### config.mk
export PLATFORM = sky130hd
export DESIGN_NAME = bcache_top
export DESIGN_NICKNAME = d
export VERILOG_FILES = /design/src/rtl/bcache_pkg.sv /design/src/rtl/bcache_tags.sv /design/src/rtl/bcache_data.sv /design/src/rtl/bcache_ctrl.sv /design/src/rtl/bcache_top.sv
export SDC_FILE = /design/constraint.sdc
export NUM_CORES = 2
export LEC_CHECK = 0
export BUFFER_PORTS_ARGS = -buffer_cell sky130_fd_sc_hd__clkbuf_2
export CAP_MARGIN = 20
export CORE_MARGIN = 10
export CORE_UTILIZATION = 35
export CTS_CLUSTER_DIAMETER = 50
export DETAILED_ROUTE_END_ITERATION = 8
export HOLD_SLACK_MARGIN = 0.06
export PLACE_DENSITY = 0.55
export SLEW_MARGIN = 30
export SYNTH_ARGS = -nofsm -noshare
export SYNTH_HDL_FRONTEND = slang
export SYNTH_MEMORY_MAX_BITS = 65536
export SYNTH_SLANG_ARGS = --single-unit
export TNS_END_PERCENT = 10
### constraint.sdc
create_clock -name clk -period 11.4 [get_ports clk]
set_input_delay 0.57 -clock clk [delete_from_list [all_inputs] [get_ports clk]]
set_output_delay 0.57 -clock clk [all_outputs]
set_load 0.02 [all_outputs]
### src/rtl/bcache_pkg.sv
package bcache_pkg;
  parameter int ADDR_W     = 32;
  parameter int LINE_BYTES = 32;
  parameter int NUM_LINES  = 16;
  parameter int WORD_W     = 32;

  localparam int OFF_W      = $clog2(LINE_BYTES);
  localparam int IDX_W      = $clog2(NUM_LINES);
  localparam int TAG_W      = ADDR_W - OFF_W - IDX_W;
  localparam int WORD_BYTES = WORD_W / 8;
  localparam int BSEL_W     = $clog2(WORD_BYTES);
  localparam int WPL        = LINE_BYTES / WORD_BYTES;
  localparam int WSEL_W     = $clog2(WPL);
  localparam int LADDR_W    = ADDR_W - OFF_W;
  localparam int RAM_AW     = IDX_W + WSEL_W;

  typedef enum logic [1:0] {
    MT_NONE     = 2'b00,
    MT_COLD     = 2'b01,
    MT_CONFLICT = 2'b10,
    MT_OTHER    = 2'b11
  } miss_t;
endpackage

### src/rtl/bcache_tags.sv
module bcache_tags
  import bcache_pkg::*;
(
  input  logic             clk,
  input  logic             rst,
  input  logic [IDX_W-1:0] rd_idx,
  output logic             line_vld,
  output logic [TAG_W-1:0] line_tag,
  output logic             ev_vld,
  output logic [TAG_W-1:0] ev_tag,
  input  logic             wr_en,
  input  logic [IDX_W-1:0] wr_idx,
  input  logic [TAG_W-1:0] wr_tag
);
  logic [NUM_LINES-1:0] vld_q;
  logic [NUM_LINES-1:0] evv_q;
  logic [TAG_W-1:0]     tag_q [NUM_LINES];
  logic [TAG_W-1:0]     evt_q [NUM_LINES];

  always_ff @(posedge clk) begin
    if (rst) begin
      vld_q <= '0;
      evv_q <= '0;
    end else if (wr_en) begin
      vld_q[wr_idx] <= 1'b1;
      if (vld_q[wr_idx]) evv_q[wr_idx] <= 1'b1;
    end
  end

  always_ff @(posedge clk) begin
    if (wr_en) begin
      tag_q[wr_idx] <= wr_tag;
      if (vld_q[wr_idx]) evt_q[wr_idx] <= tag_q[wr_idx];
    end
  end

  assign line_vld = vld_q[rd_idx];
  assign line_tag = tag_q[rd_idx];
  assign ev_vld   = evv_q[rd_idx];
  assign ev_tag   = evt_q[rd_idx];
endmodule

### src/rtl/bcache_data.sv
module bcache_data
  import bcache_pkg::*;
(
  input  logic              clk,
  input  logic              we,
  input  logic [RAM_AW-1:0] waddr,
  input  logic [WORD_W-1:0] wdata,
  input  logic [RAM_AW-1:0] raddr,
  output logic [WORD_W-1:0] rdata
);
  localparam int DEPTH = NUM_LINES * WPL;
  logic [WORD_W-1:0] mem [DEPTH];

  always_ff @(posedge clk) begin
    if (we) mem[waddr] <= wdata;
    rdata <= mem[raddr];
  end
endmodule

### src/rtl/bcache_ctrl.sv
module bcache_ctrl
  import bcache_pkg::*;
(
  input  logic               clk,
  input  logic               rst,
  input  logic               req_valid,
  input  logic [ADDR_W-1:0]  req_addr,
  output logic               req_ready,
  output logic               rsp_valid,
  output logic [7:0]         rsp_data,
  output logic               rsp_hit,
  output logic [1:0]         rsp_miss_type,
  output logic               mem_req,
  output logic [LADDR_W-1:0] mem_line_addr,
  input  logic               mem_rvalid,
  input  logic [WORD_W-1:0]  mem_rdata,
  output logic [IDX_W-1:0]   look_idx,
  input  logic               line_vld,
  input  logic [TAG_W-1:0]   line_tag,
  input  logic               ev_vld,
  input  logic [TAG_W-1:0]   ev_tag,
  output logic               tag_we,
  output logic [TAG_W-1:0]   tag_wval,
  output logic [RAM_AW-1:0]  ram_raddr,
  input  logic [WORD_W-1:0]  ram_rdata,
  output logic               ram_we,
  output logic [RAM_AW-1:0]  ram_waddr
);
  typedef enum logic [1:0] {S_IDLE, S_LOOK, S_FILL} state_t;

  localparam logic [WSEL_W-1:0] LAST_W = WSEL_W'(WPL - 1);

  state_t              state_q;
  logic [ADDR_W-1:0]   addr_q;
  logic [WSEL_W-1:0]   cnt_q;
  logic [7:0]          byte_q;
  miss_t               mt_q;

  logic [TAG_W-1:0]    a_tag;
  logic [WSEL_W-1:0]   a_wsel;
  logic [BSEL_W-1:0]   a_bsel;
  logic                hit;
  miss_t               mt_cls;
  logic                fill_beat;

  function automatic logic [7:0] pick(input logic [WORD_W-1:0] w,
                                      input logic [BSEL_W-1:0] b);
    return w[8*b +: 8];
  endfunction

  assign a_tag    = addr_q[ADDR_W-1 -: TAG_W];
  assign look_idx = addr_q[OFF_W +: IDX_W];
  assign a_wsel   = addr_q[BSEL_W +: WSEL_W];
  assign a_bsel   = addr_q[BSEL_W-1:0];

  assign hit = line_vld && (line_tag == a_tag);

  always_comb begin
    if (!line_vld)                      mt_cls = MT_COLD;
    else if (ev_vld && ev_tag == a_tag) mt_cls = MT_CONFLICT;
    else                                mt_cls = MT_OTHER;
  end

  assign req_ready = (state_q == S_IDLE);
  assign ram_raddr = {req_addr[OFF_W +: IDX_W], req_addr[BSEL_W +: WSEL_W]};
  assign fill_beat = (state_q == S_FILL) && mem_rvalid;
  assign ram_we    = fill_beat;
  assign ram_waddr = {look_idx, cnt_q};
  assign tag_we    = fill_beat && (cnt_q == LAST_W);
  assign tag_wval  = a_tag;

  always_ff @(posedge clk) begin
    if (rst) begin
      state_q       <= S_IDLE;
      addr_q        <= '0;
      cnt_q         <= '0;
      byte_q        <= '0;
      mt_q          <= MT_NONE;
      rsp_valid     <= 1'b0;
      rsp_data      <= '0;
      rsp_hit       <= 1'b0;
      rsp_miss_type <= 2'b00;
      mem_req       <= 1'b0;
      mem_line_addr <= '0;
    end else begin
      rsp_valid <= 1'b0;
      mem_req   <= 1'b0;
      case (state_q)
        S_IDLE: begin
          if (req_valid) begin
            addr_q  <= req_addr;
            state_q <= S_LOOK;
          end
        end
        S_LOOK: begin
          if (hit) begin
            rsp_valid     <= 1'b1;
            rsp_hit       <= 1'b1;
            rsp_miss_type <= MT_NONE;
            rsp_data      <= pick(ram_rdata, a_bsel);
            state_q       <= S_IDLE;
          end else begin
            mt_q          <= mt_cls;
            mem_req       <= 1'b1;
            mem_line_addr <= addr_q[ADDR_W-1:OFF_W];
            cnt_q         <= '0;
            state_q       <= S_FILL;
          end
        end
        S_FILL: begin
          if (mem_rvalid) begin
            cnt_q <= cnt_q + 1'b1;
            if (cnt_q == a_wsel) byte_q <= pick(mem_rdata, a_bsel);
            if (cnt_q == LAST_W) begin
              rsp_valid     <= 1'b1;
              rsp_hit       <= 1'b0;
              rsp_miss_type <= mt_q;
              rsp_data      <= (cnt_q == a_wsel) ? pick(mem_rdata, a_bsel) : byte_q;
              state_q       <= S_IDLE;
            end
          end
        end
        default: state_q <= S_IDLE;
      endcase
    end
  end
endmodule

### src/rtl/bcache_top.sv
module bcache_top
  import bcache_pkg::*;
(
  input  logic               clk,
  input  logic               rst,
  input  logic               req_valid,
  input  logic [ADDR_W-1:0]  req_addr,
  output logic               req_ready,
  output logic               rsp_valid,
  output logic [7:0]         rsp_data,
  output logic               rsp_hit,
  output logic [1:0]         rsp_miss_type,
  output logic               mem_req,
  output logic [LADDR_W-1:0] mem_line_addr,
  input  logic               mem_rvalid,
  input  logic [WORD_W-1:0]  mem_rdata
);
  logic [IDX_W-1:0]  look_idx;
  logic              line_vld, ev_vld, tag_we, ram_we;
  logic [TAG_W-1:0]  line_tag, ev_tag, tag_wval;
  logic [RAM_AW-1:0] ram_raddr, ram_waddr;
  logic [WORD_W-1:0] ram_rdata;

  bcache_ctrl ctrl_i (
    .clk(clk), .rst(rst),
    .req_valid(req_valid), .req_addr(req_addr), .req_ready(req_ready),
    .rsp_valid(rsp_valid), .rsp_data(rsp_data), .rsp_hit(rsp_hit),
    .rsp_miss_type(rsp_miss_type),
    .mem_req(mem_req), .mem_line_addr(mem_line_addr),
    .mem_rvalid(mem_rvalid), .mem_rdata(mem_rdata),
    .look_idx(look_idx), .line_vld(line_vld), .line_tag(line_tag),
    .ev_vld(ev_vld), .ev_tag(ev_tag),
    .tag_we(tag_we), .tag_wval(tag_wval),
    .ram_raddr(ram_raddr), .ram_rdata(ram_rdata),
    .ram_we(ram_we), .ram_waddr(ram_waddr)
  );

  bcache_tags tags_i (
    .clk(clk), .rst(rst),
    .rd_idx(look_idx), .line_vld(line_vld), .line_tag(line_tag),
    .ev_vld(ev_vld), .ev_tag(ev_tag),
    .wr_en(tag_we), .wr_idx(look_idx), .wr_tag(tag_wval)
  );

  bcache_data data_i (
    .clk(clk), .we(ram_we), .waddr(ram_waddr), .wdata(mem_rdata),
    .raddr(ram_raddr), .rdata(ram_rdata)
  );
endmodule

# Word level (Yosys, flattened, before mapping)
# Memories as Yosys holds them, arrays and structs flattened. A register that Yosys moved wholly into a read port is not among the register bits.
# Index checks and enable logic that the tools add are counted.
# word_totals
reg_bits,119
latchBits,0
ram_bits,4832
rom_bits,0
output_inout_bits,41
word_cells,96
mem_count,3
# classes
addsub,1
multipliers,0
div,0
n_lt_le_gt_ge,2
n_eq_ne,11
n_shift,2
muxes,45
bitwise_logic,4
n_reduce_logical,15
# memory_table
name,depth,word_bits,read_ports,rd_clocked_by_memory_dff,write_ports,line_no,text
data_i.mem,128,32,1,1,1,bcache_data.sv:12,logic [WORD_W-1:0] mem [DEPTH];
tags_i.evt_q,16,23,1,1,1,bcache_tags.sv:18,logic [TAG_W-1:0] evt_q [NUM_LINES];
tags_i.tag_q,16,23,1,1,1,bcache_tags.sv:17,logic [TAG_W-1:0] tag_q [NUM_LINES];
# ops
cell,count
$shiftx 32x6->8,2
$eq 23x23->1,2
$mux 8,4
$or 16x16->16,2
$mux 1,18
$mux 2,8
$mux 4,4
$pmux 8 s2,1
$bmux 1 s4,2
$ne 2x2->1 const B,4
$reduce_and 2->1,4
$mux 3,2
$pmux 2 s3,1
$pmux 3 s2,1
$reduce_and 3->1,2
$logic_and 1x1->1,5
$lt 4x5->1 const B,1
$demux 1 s4,1
$ge 4x1->1 const B,1
$pmux 1 s2,2
$pmux 2 s2,1
$reduce_and 4->1,1
$add 3x1->3 const B,1
$eq 3x3->1,1
8 further kinds,9

# Longest topological paths before layout
# depth
depth_word,5
depth_mapped,14
ltp_nobuf,9

# Hierarchy
# Synthesis repeated with hierarchy kept, for this count alone.
# hier_totals
cells_unflattened,8021
hier_area_um2,192988.8
# by_module_without_submodules
module,n_inst,cells_per_inst,area_each_um2,seq_area_each_um2
bcache_data,1,5990,156276.1,123638.6
bcache_tags,1,1494,31765.5,22741.8
bcache_ctrl,1,537,4947.2,1741.7

# Worst setup path before layout
# No wires, ideal clock.
# synth_timing
path_kind,in2reg
start,input port req_addr[2]
end,"register data_i.rdata[0], read port of data_i.mem"
setup_ns,0.121
t_arrival_ns,3.750
required_time_ns,11.279
setup_slack_ns,7.529
cell_stages,8
path_buffers,4
cell_sequence,clkbuf_1 clkbuf_1 buf_1 buf_1 mux4_2 mux4_2 mux4_2 mux2_2
# synth_lines
item,line_no,text
start: declaration,bcache_top.sv:7,"input logic [ADDR_W-1:0] req_addr,"
end: declaration,bcache_data.sv:9,output logic [WORD_W-1:0] rdata

==> qor.yml <==
drt-total-wl_mm: 520
synth.most_common_cell: "edfxtp_1"
die_area_um2: 574000
fp.dieW_um: 758
rows: 270
relSlewSlack_pct: 27.8
finalCritPeriodShare_pct: 47.8
setup-tns-final_ns: 0
post-place-cells: 15100
track_usage_pct: 17.7
layout.nets: 8543
io_buffers: 108
htreeDepth: 6
worstSetupEndpointType: "register"
cts_tree: "yes"
vias: 89000
placed_cell_area_um2: 202000
clkTransAtPathRegs_ns: 0.06
syn-mean-instance-area_um2: 24.2
hp-class: "in -> reg"
clockRootBuffer: "clkbuf_16"
syn_inst: 7866
dp_hpwl_mm: 279
peakVddDrop_v: 0.000163
critPathMaxFanout: 58
start_util_pct: 35.2
timing_hold_violations_final: 0
status: "finished, final reports clean"
grt_pass1_vias: 90900
final_core_util_pct: 40.8
cts_setup_buffers: 0
synth_cell_types: 65
crit_slowest_cell: "buf_6"
cpMostUsedCell: "mux4_2"
io_pins: 109
required_ns: 12.34
rsz0062_at_grt: "no"
worst-path-buf-inv: 3
drt-vias-per-instance: 5.51
place_ws_ns: 5.70
yosys-top-cells-area: "edfxtp_1 (76%), mux4_2 (18%), dfxtp_1 (1.6%)"
setup_viol: 0
finalPower_mw: 39.6
async_flop_share_pct: 0
ys_warn_count: 0
netlist_area_um2: 191000
fin_crit_ns: 5.45
power_density_nw_per_um2: 180
drive_above_1_share_pct: 33.6
drc_errors: 0
critPathKind: "reg -> reg"
area_growth_syn_to_layout_pct: 15.8
drv_cap: 0
r2r_slack_ns: 5.95
clockBufferDepth: 4
synth_top_area_share_pct: 76.2
path_delay_family: "buffers and inverters"
drt_iter0_markers: 11400
fp.coreArea_um2: 542000
finalNonFillerCells: 16100
ys.flop_type: "edfxtp_1"
clock_sinks: 4987
hold_ws_ns: 0.121
worst_slew_pin_slew_ns: 1.08
antenna_found_initial: 54
fin_skew_ns: 0.0794
firstDrtPassIters: 6
overflow: 0
crit_arrival_ns: 6.39
yosysTopAreaCell: "edfxtp_1"
grt_pass1_wl_mm: 722
synthesis.nets: 7939
ys_seq_area_share_pct: 77.8
grt_max_degree: 141
ys_top_cells_by_count: "edfxtp_1 (4832), mux4_2 (1549), clkbuf_1 (287)"
cts_buffers: 549
slowest_delay_ns: 0.66
rr_worst_depth: 11
drv_slew: 0
hold_depth: 1
path_cells: "buf_4, buf_6, mux4_2, mux4_2, xor2_1, a211o_1, a2111o_1, nor4_4, a21oi_4, buf_16, mux2i_1"
cp_num_cells: 11
ys_seq_elements: 4987
final_cell_area_um2: 221000
fmax_mhz: 183
fin_ws_ns: 5.95
gp_congestion: 0.781
power.leakage_nw: 67.3
die_h_um: 758
ant_nets: 0
wl_per_cell_um: 32.2
clk-insertion-delay-late_ns: 1.05
cp-start-kind: "register"
synth_edf_count: 4832
per-layer routing:
metal | part of all wire (%) | vias up | track usage [%]
met5 | 0.015 | - | 0
li1 | - | 35200 | -
met3 | 8.0 | 767 | 3.19
met1 | 41 | 49300 | 24.9
met2 | 48 | 3711 | 28.6
met4 | 2.8 | 10 | 4.61
cells in the final DEF, fill, tap and decap left out, drive strengths merged, types with 17 or more instances in the layout:
master	instances
a21oi	48
buf	352
bufinv	35
clkbuf	761
clkinv	190
clkinvlp	24
dfxtp	155
diode	35
dlygate4sd3	63
edfxtp	4832
inv	55
mux2	54
mux2i	119
mux4	1549
nand2	97
nand2b	73
nand3	17
nor2	241
nor3	23
o21ai	18
xnor2	24
final cells by class:
class,instances,area [um2]
Fill cell,46600,321000
Antenna cell,35,87.6
Multi-Input combinational cell,2434,41800
Timing Repair Buffer,484,4080
Clock buffer,692,14900
Clock inverter,290,2580
Inverter,14,52.6
Sequential cell,4987,148000
Tap cell,7208,9020
path summary, 6_finish.rpt:
kind,start,to
worst max-delay path,register,ctrl_i.mem_line_addr[5]
worst min-delay path,mem_rdata[31],data_i.mem[65][31]
worst max register to register,register,ctrl_i.mem_line_addr[5]
worst min register to register,tags_i.vld_q[14],tags_i.vld_q[14]
logic make-up after synthesis:
| logic type | Yosys count | share of synthesized area [%] |
|---|---|---|
| flip-flops | 4987 | 77.8 |
| XOR/XNOR | 34 | 0.156 |
| multiplexers | 1722 | 19.3 |
| adder cells (fa/ha/maj) | 5 | 0.0328 |
| buffers and inverters | 445 | 0.942 |
| AO/OA/AOI/OAI | 158 | 0.573 |
| AND/OR/NAND/NOR | 515 | 1.24 |
worst reg2reg max path: cells and delay by family, from the launching register on:
kind | cells | cell delay [ns]
flops | 1 | 0.58
compound gates | 3 | 1.10
simple gates | 1 | 0.60
mux | 3 | 1.26
buf+inv | 3 | 1.62
xor+xnor | 1 | 0.22
report_power, final:
| part | switching (mW) | internal (mW) |
|---|---|---|
| registers | 0.0565 | 20.2 |
| clock network | 7.15 | 10.0 |
| logic | 1.37 | 0.817 |
flip-flops by register name, summed over array words and instances (netlist names), named ones only:
name                  flops
tags_i.tag_q            368
ctrl_i.cnt_q              3
data_i.rdata             32
ctrl_i.addr_q            32
ctrl_i.mem_req            1
tags_i.evv_q             16
ctrl_i.mem_line_addr     27
ctrl_i.rsp_data           8
ctrl_i.rsp_miss_type      2
ctrl_i.rsp_valid          1
ctrl_i.state_q            2
tags_i.evt_q            368
ctrl_i.rsp_hit            1
tags_i.vld_q             16
ctrl_i.byte_q             8
ctrl_i.mt_q               2
data_i.mem             4096
what timing repair did:
action / CTS / global route
endpoints found under the hold margin: 368 / 0
resized for setup: 0 / 0
hold buffers: 63 / 0
Note: power is estimated with default switching activity, not from simulation.
